**src/rtl/sbi_pkg.sv**
```systemverilog
package sbi_pkg;
    // Width of one assembled bitstream unit
    parameter int unsigned SBI_DATA_W = 8;
    // Bit counter width for one unit
    parameter int unsigned SBI_BIT_CNT_W = $clog2(SBI_DATA_W);
    // Stages in each clock-domain synchronizer
    parameter int unsigned SBI_SYNC_STAGES = 2;
endpackage

```
**src/rtl/sbi_sync.sv**
```systemverilog
module sbi_sync #(
    parameter int unsigned WIDTH  = 3,
    parameter int unsigned STAGES = sbi_pkg::SBI_SYNC_STAGES
) (
    input  logic             clk,
    input  logic             rst_n,
    input  logic [WIDTH-1:0] async_in,
    output logic [WIDTH-1:0] sync_out
);
    logic [WIDTH-1:0] stage_q [STAGES];
    logic [WIDTH-1:0] stage_d [STAGES];

    always_comb begin
        stage_d[0] = async_in;
        for (int i = 1; i < STAGES; i++) begin
            stage_d[i] = stage_q[i-1];
        end
    end

    generate
        for (genvar g = 0; g < STAGES; g++) begin : g_stage
            always_ff @(posedge clk or negedge rst_n) begin
                if (!rst_n) stage_q[g] <= '0;
                else        stage_q[g] <= stage_d[g];
            end
        end
    endgenerate

    assign sync_out = stage_q[STAGES-1];
endmodule

```
**src/rtl/sbi_deser.sv**
```systemverilog
module sbi_deser
    import sbi_pkg::*;
#(
    parameter int unsigned DW = SBI_DATA_W
) (
    input  logic          clk,
    input  logic          rst_n,
    input  logic          sclk_s,
    input  logic          sdat_s,
    input  logic          sen_s,
    input  logic          sample_fall,
    output logic          byte_vld,
    output logic [DW-1:0] byte_dat
);
    localparam int unsigned CW = $clog2(DW);

    typedef struct packed {
        logic          prev;
        logic [DW-1:0] shift;
        logic [CW-1:0] cnt;
        logic          vld;
        logic [DW-1:0] dat;
    } deser_st_t;

    deser_st_t st_d, st_q;
    logic      rise, fall, smp;

    always_comb begin
        st_d      = st_q;
        st_d.vld  = 1'b0;
        st_d.prev = sclk_s;
        rise      = sclk_s & ~st_q.prev;
        fall      = ~sclk_s & st_q.prev;
        smp       = sample_fall ? fall : rise;
        if (smp && sen_s) begin
            st_d.shift = {st_q.shift[DW-2:0], sdat_s};
            if (st_q.cnt == CW'(DW - 1)) begin
                st_d.vld = 1'b1;
                st_d.dat = {st_q.shift[DW-2:0], sdat_s};
                st_d.cnt = '0;
            end else begin
                st_d.cnt = st_q.cnt + 1'b1;
            end
        end
    end

    always_ff @(posedge clk or negedge rst_n) begin
        if (!rst_n) st_q <= '0;
        else        st_q <= st_d;
    end

    assign byte_vld = st_q.vld;
    assign byte_dat = st_q.dat;

    // a low enable freezes the partial byte position
    p_hold_partial_r7: assert property (@(posedge clk) disable iff (!rst_n)
        !sen_s |=> $stable(st_q.cnt));
endmodule

```
**src/rtl/sbi_fifo.sv**
```systemverilog
module sbi_fifo
    import sbi_pkg::*;
#(
    parameter int unsigned DW    = SBI_DATA_W,
    parameter int unsigned DEPTH = 256
) (
    input  logic          clk,
    input  logic          rst_n,
    input  logic          wr,
    input  logic [DW-1:0] wdat,
    input  logic          rd,
    output logic [DW-1:0] rdat,
    output logic          rvld,
    output logic [$clog2(DEPTH):0] cnt,
    output logic          ovf,
    output logic          unf
);
    localparam int unsigned AW = $clog2(DEPTH);
    localparam int unsigned FW = AW + 1;

    typedef struct packed {
        logic [AW-1:0] wptr;
        logic [AW-1:0] rptr;
        logic [FW-1:0] cnt;
        logic [DW-1:0] rdat;
        logic          rvld;
        logic          ovf;
        logic          unf;
    } fifo_st_t;

    fifo_st_t      st_d, st_q;
    logic [DW-1:0] mem [DEPTH];
    logic          is_full, is_empty, wr_ok, rd_ok;

    always_comb begin
        st_d     = st_q;
        is_full  = (st_q.cnt == FW'(DEPTH));
        is_empty = (st_q.cnt == '0);
        wr_ok    = wr && !is_full;
        rd_ok    = rd && !is_empty;
        st_d.rvld = rd_ok;
        if (wr_ok) st_d.wptr = st_q.wptr + 1'b1;
        if (rd_ok) begin
            st_d.rdat = mem[st_q.rptr];
            st_d.rptr = st_q.rptr + 1'b1;
        end
        if (wr_ok && !rd_ok)      st_d.cnt = st_q.cnt + 1'b1;
        else if (rd_ok && !wr_ok) st_d.cnt = st_q.cnt - 1'b1;
        if (wr && is_full)  st_d.ovf = 1'b1;
        if (rd && is_empty) st_d.unf = 1'b1;
    end

    always_ff @(posedge clk or negedge rst_n) begin
        if (!rst_n) st_q <= '0;
        else        st_q <= st_d;
    end

    always_ff @(posedge clk) begin
        if (wr_ok) mem[st_q.wptr] <= wdat;
    end

    assign rdat = st_q.rdat;
    assign rvld = st_q.rvld;
    assign cnt  = st_q.cnt;
    assign ovf  = st_q.ovf;
    assign unf  = st_q.unf;

    // a write into a full buffer is flagged
    p_full_drop_r3: assert property (@(posedge clk) disable iff (!rst_n)
        (wr && st_q.cnt == FW'(DEPTH) && !rd) |=> (st_q.ovf && st_q.cnt == FW'(DEPTH)));
    // an empty read yields no data and is flagged
    p_empty_read_r8: assert property (@(posedge clk) disable iff (!rst_n)
        (rd && st_q.cnt == '0) |=> (!st_q.rvld && st_q.unf));
    // fill only moves on an accepted transfer
    p_fill_steady_r9: assert property (@(posedge clk) disable iff (!rst_n)
        (!wr && !rd) |=> $stable(st_q.cnt));
endmodule

```
**src/rtl/sbi_buffer.sv**
```systemverilog
module sbi_buffer
    import sbi_pkg::*;
#(
    parameter int unsigned DW    = SBI_DATA_W,
    parameter int unsigned DEPTH = 256,
    parameter int unsigned SLACK = 4
) (
    input  logic                   clk,
    input  logic                   rst_n,
    input  logic                   ser_clk,
    input  logic                   ser_data,
    input  logic                   ser_en,
    input  logic                   cfg_sample_fall,
    input  logic                   cfg_req_inv,
    input  logic                   rd_en,
    output logic [DW-1:0]          rd_data,
    output logic                   rd_valid,
    output logic [$clog2(DEPTH):0] fill,
    output logic                   empty,
    output logic                   full,
    output logic                   overflow,
    output logic                   underflow,
    output logic                   req
);
    localparam int unsigned FW     = $clog2(DEPTH) + 1;
    localparam int unsigned THRESH = DEPTH - SLACK;

    logic [2:0]    raw_lines, sync_lines;
    logic          byte_vld;
    logic [DW-1:0] byte_dat;
    logic          room_left;

    assign raw_lines = {ser_en, ser_data, ser_clk};

    sbi_sync #(.WIDTH(3)) u_sync (
        .clk      (clk),
        .rst_n    (rst_n),
        .async_in (raw_lines),
        .sync_out (sync_lines)
    );

    sbi_deser #(.DW(DW)) u_deser (
        .clk         (clk),
        .rst_n       (rst_n),
        .sclk_s      (sync_lines[0]),
        .sdat_s      (sync_lines[1]),
        .sen_s       (sync_lines[2]),
        .sample_fall (cfg_sample_fall),
        .byte_vld    (byte_vld),
        .byte_dat    (byte_dat)
    );

    sbi_fifo #(.DW(DW), .DEPTH(DEPTH)) u_fifo (
        .clk   (clk),
        .rst_n (rst_n),
        .wr    (byte_vld),
        .wdat  (byte_dat),
        .rd    (rd_en),
        .rdat  (rd_data),
        .rvld  (rd_valid),
        .cnt   (fill),
        .ovf   (overflow),
        .unf   (underflow)
    );

    always_comb begin
        room_left = (fill <= FW'(THRESH));
        req       = room_left ^ cfg_req_inv;
        empty     = (fill == '0);
        full      = (fill == FW'(DEPTH));
    end

    // a full buffer always tells the source to stop
    p_full_stops_r4: assert property (@(posedge clk) disable iff (!rst_n)
        (u_fifo.cnt == FW'(DEPTH)) |-> (req == cfg_req_inv));
endmodule

```
**config.mk**
```make
export PLATFORM = sky130hd
export DESIGN_NAME = sbi_buffer
export DESIGN_NICKNAME = d
export VERILOG_FILES = /design/src/rtl/sbi_pkg.sv /design/src/rtl/sbi_sync.sv /design/src/rtl/sbi_deser.sv /design/src/rtl/sbi_fifo.sv /design/src/rtl/sbi_buffer.sv
export SDC_FILE = /design/constraint.sdc
export NUM_CORES = 2
export LEC_CHECK = 0
export ABC_AREA = 1
export BUFFER_PORTS_ARGS = -buffer_cell sky130_fd_sc_hd__buf_2
export CORE_AREA = 2 2 597 302
export DETAILED_ROUTE_END_ITERATION = 6
export DIE_AREA = 0 0 599 304
export PLACE_DENSITY = 0.62
export RECOVER_POWER = 50
export SLEW_MARGIN = 0
export SYNTH_ARGS = -nofsm -noshare
export SYNTH_HDL_FRONTEND = slang
export SYNTH_SLANG_ARGS = --single-unit
```
**constraint.sdc**
```tcl
create_clock -name clk -period 4.8 [get_ports clk]
set_input_delay 1.44 -clock clk [delete_from_list [all_inputs] [get_ports clk]]
set_output_delay 1.44 -clock clk [all_outputs]
set_load 0.03 [all_outputs]
```
==> impl_metrics.env <==
export IMPL_max_freq_mhz=230
export IMPL_syn_nets=8028
export IMPL_start_util_pct=49.6
export IMPL_postSynthAreaPerCell_um2=11.0
export IMPL_die_area_um2=182000
export IMPL_reg2reg_from="u_deser.byte_dat[2]$_DFFE_PN0P_"
export IMPL_io_buffers=30
export IMPL_ys_seq_area_share_pct=71.6
export IMPL_antenna_found_initial=8
export IMPL_wl_mm=256
export IMPL_drt_initial_drc_count=8761
export IMPL_fin_util_pct=54.3
export IMPL_fp_dieH_um=304
export IMPL_clk_pin_slew_ns=0.06
export IMPL_area_growth_pct=9.50
export IMPL_slew_violations=1691
export IMPL_fin_crit_sh_pct=90.6
export IMPL_critPathLaunch="u_deser.byte_dat[2]$_DFFE_PN0P_"
export IMPL_viasPerCell=5.69
export IMPL_setup_viol=0
export IMPL_cp_start_kind="register"
export IMPL_r2r_cells=1
export IMPL_critical_path_top_delay_family="buffers and inverters"
export IMPL_htree_levels=4
export IMPL_slew_headroom_pct=-161
export IMPL_crit_type="reg2reg"
export IMPL_synth_top_area_share_pct=69.8
export IMPL_arrival_ns=4.61
export IMPL_final_cell_mix="2,064 x nand2_1, 2,048 x edfxtp_1, 1,324 x nor2_1, 592 x nand3_1, 573 x o21ai_0"
export IMPL_layout_nets=7939
export IMPL_r2r_end="u_fifo.mem[244][2]$_DFFE_PP_"
export IMPL_grt_pass1_vias=54821
export IMPL_hold_viol=0
export IMPL_crit_required_ns=5.06
export IMPL_r2r_slack_ns=0.45
export IMPL_status="finished, violations left"
export IMPL_holdBufCountCts=0
export IMPL_ys_ff_latch=2110
export IMPL_grt_usage_pct=27.9
export IMPL_ios=31
export IMPL_row_count=110
export IMPL_drive_gt1_share_pct=5.89
export IMPL_power_density_nw_per_um2=623
export IMPL_layout_commonest_cell="nand2_1"
export IMPL_holdWs_ns=0.348
export IMPL_tns_ns=0
export IMPL_wl_per_cell_um=24.5
export IMPL_ant_nets=0
export IMPL_numCtsBuffers=186
export IMPL_fillers=15156
export IMPL_core_area_um2=178000
export IMPL_grt_pass1_wl_mm=375
export IMPL_gp_congestion=0.973
export IMPL_finalPower_mw=60.1
export IMPL_peakVddDrop_mv=0.571
export IMPL_path_buf_inv=1
export IMPL_cp_endpoint="u_fifo.mem[244][2]$_DFFE_PP_"
export IMPL_slowest_delay_ns=1.89
export IMPL_layout_min_cycle_time_ns=4.35
export IMPL_vias=59515
export IMPL_cp_max_fo=105
export IMPL_netlist_area_um2=88100
export IMPL_synth_edff_count=2048
export IMPL_post_cts_buffers=0
export IMPL_dpl_hpwl_mm=153
export IMPL_ys_types=35
export IMPL_cts_root_buf="clkbuf_16"
export IMPL_yosys_warnings=0
export IMPL_ys_flop_type="edfxtp_1"
export IMPL_worst_path_stages=1
export IMPL_first_pass_iters=7
export IMPL_yosys_top_cells_area="edfxtp_1 70%, nand2_1 8.8%, nor2_1 5.6%"
export IMPL_violations="design-rule violations, max-capacitance violations, max-slew violations"
export IMPL_leakagePower_nw=35.8
export IMPL_worst_pin_slew_ns=3.92
export IMPL_clk_latency_ns=0.83
export IMPL_crit_slowest_cell="buf_2"
export IMPL_grt_overflow=0
export IMPL_yosysTopAreaCell="edfxtp_1"
export IMPL_clock_sinks=2110
export IMPL_async_flop_share_pct=2.94
export IMPL_cts_tree="built"
export IMPL_crit_path_end_kind="register"
export IMPL_fp_dieW_um=599
export IMPL_cts_path_max_buffers=4
export IMPL_worstHoldPathType="reg2reg"
export IMPL_grt_max_degree=174
export IMPL_cp_cell_sequence="buf_2"
export IMPL_rsz0062_at_grt="false"
export IMPL_post_cts_resized=0
export IMPL_remaining_drc_errors=1
export IMPL_synthCells=8004
export IMPL_finClkSkew_ns=0.0445
export IMPL_maxCapViolCount=29
[power by group]
| group | switching [mW] | internal [mW] | leakage [nW] |
|---|---|---|---|
| sequential | 0.901 | 22.5 | 19.5 |
| combinational | 16.8 | 5.20 | 13.6 |
| clock | 6.69 | 8.02 | 2.78 |
[routing by layer]
layer  vias up  global-route usage, %  part of all wire, %
li1      26837                      -                    -
met1     28827                   45.3                   45
met2      3502                   36.3                   39
met3       343                   8.41                   14
met4         6                   6.03                  2.1
met5         -                      0                0.011
[area by class of cell]
class	count	area, µm²	share of cell area [%]
flip-flops and latches	2110	63100	65.4
multi-input cells	4919	20900	21.7
clock buffers	236	4910	5.08
well taps	2408	3010	3.12
repair buffers	210	1920	1.99
inverters	488	1850	1.92
clock inverters	89	791	0.820
diodes	1	2.50	0.00259
[how the worst min path moves through the flow]
stage | from | to | slack (ns) | cells after the start
4_1_cts | u_sync.stage_d[1]$_DFF_PN0_ | u_sync.sync_out[1]$_DFF_PN0_ | 0.35 | 0
2_1_floorplan | u_sync.stage_d[0]$_DFF_PN0_ | u_sync.sync_out[0]$_DFF_PN0_ | 0.33 | 0
6_report | u_sync.stage_d[1]$_DFF_PN0_ | u_sync.sync_out[1]$_DFF_PN0_ | 0.35 | 0
3_5_place_dp | u_sync.stage_d[1]$_DFF_PN0_ | u_sync.sync_out[1]$_DFF_PN0_ | 0.34 | 0
3_3_place_gp | u_sync.stage_d[0]$_DFF_PN0_ | u_sync.sync_out[0]$_DFF_PN0_ | 0.33 | 0
5_1_grt | u_sync.stage_d[0]$_DFF_PN0_ | u_sync.sync_out[0]$_DFF_PN0_ | 0.35 | 0
[metrics by stage]
stage          worst slack (ns)  cell area [µm²]  instances
6_report                  0.449            96500      10461
5_1_grt                   0.236            96500      10460
4_1_cts                   0.694            96700      10460
3_5_place_dp              0.762            91000      10135
3_3_place_gp              0.556            91000      10135
2_1_floorplan             0.813            88100       8004
[cells by family (layout without fill, tap and decap cells)]
| family | Yosys count | in the layout | share of synthesized area (%) |
|---|---|---|---|
| adder cells (fa/ha/maj) | 16 | 16 | 0.236 |
| AO/OA/AOI/OAI | 870 | 870 | 5.24 |
| XOR/XNOR | 16 | 16 | 0.159 |
| multiplexers | 1 | 1 | 0.0128 |
| other | 0 | 1 | 0 |
| AND/OR/NAND/NOR | 4016 | 4016 | 18.1 |
| buffers and inverters | 975 | 1023 | 4.73 |
| flip-flops | 2110 | 2110 | 71.6 |
[state kept, by name, summed over array words and instances, names as in the netlist]
| register | count |
|---|---|
| u_deser.byte_vld | 1 |
| u_fifo.st_q | 16 |
| u_sync.sync_out | 3 |
| u_fifo.ovf | 1 |
| u_fifo.cnt | 9 |
| u_deser.byte_dat | 8 |
| u_sync.stage_d | 3 |
| u_fifo.mem | 2048 |
| u_deser.st_q | 11 |
| u_fifo.rdat | 8 |
| u_fifo.rvld | 1 |
| u_fifo.unf | 1 |
[Yosys cell counts (3+ instances only)]
cell type  instances
a31oi_1            4
xnor2_1            3
nand4_1            8
buf_6              9
o21ai_0          573
o21ai_1           79
nand2_1         2066
dfrtp_1           62
xor2_1            13
edfxtp_1        2048
inv_1            480
inv_2              5
a21oi_1          109
ha_1              15
nand3_2            3
clkbuf_1         183
buf_2            163
clkinv_1           3
buf_1             70
o22ai_1            4
buf_4             62
nand3_1          595
or2_2              7
o211ai_1          98
nor2_1          1326
nand4_2            3
(Power assumes the default switching activity.)
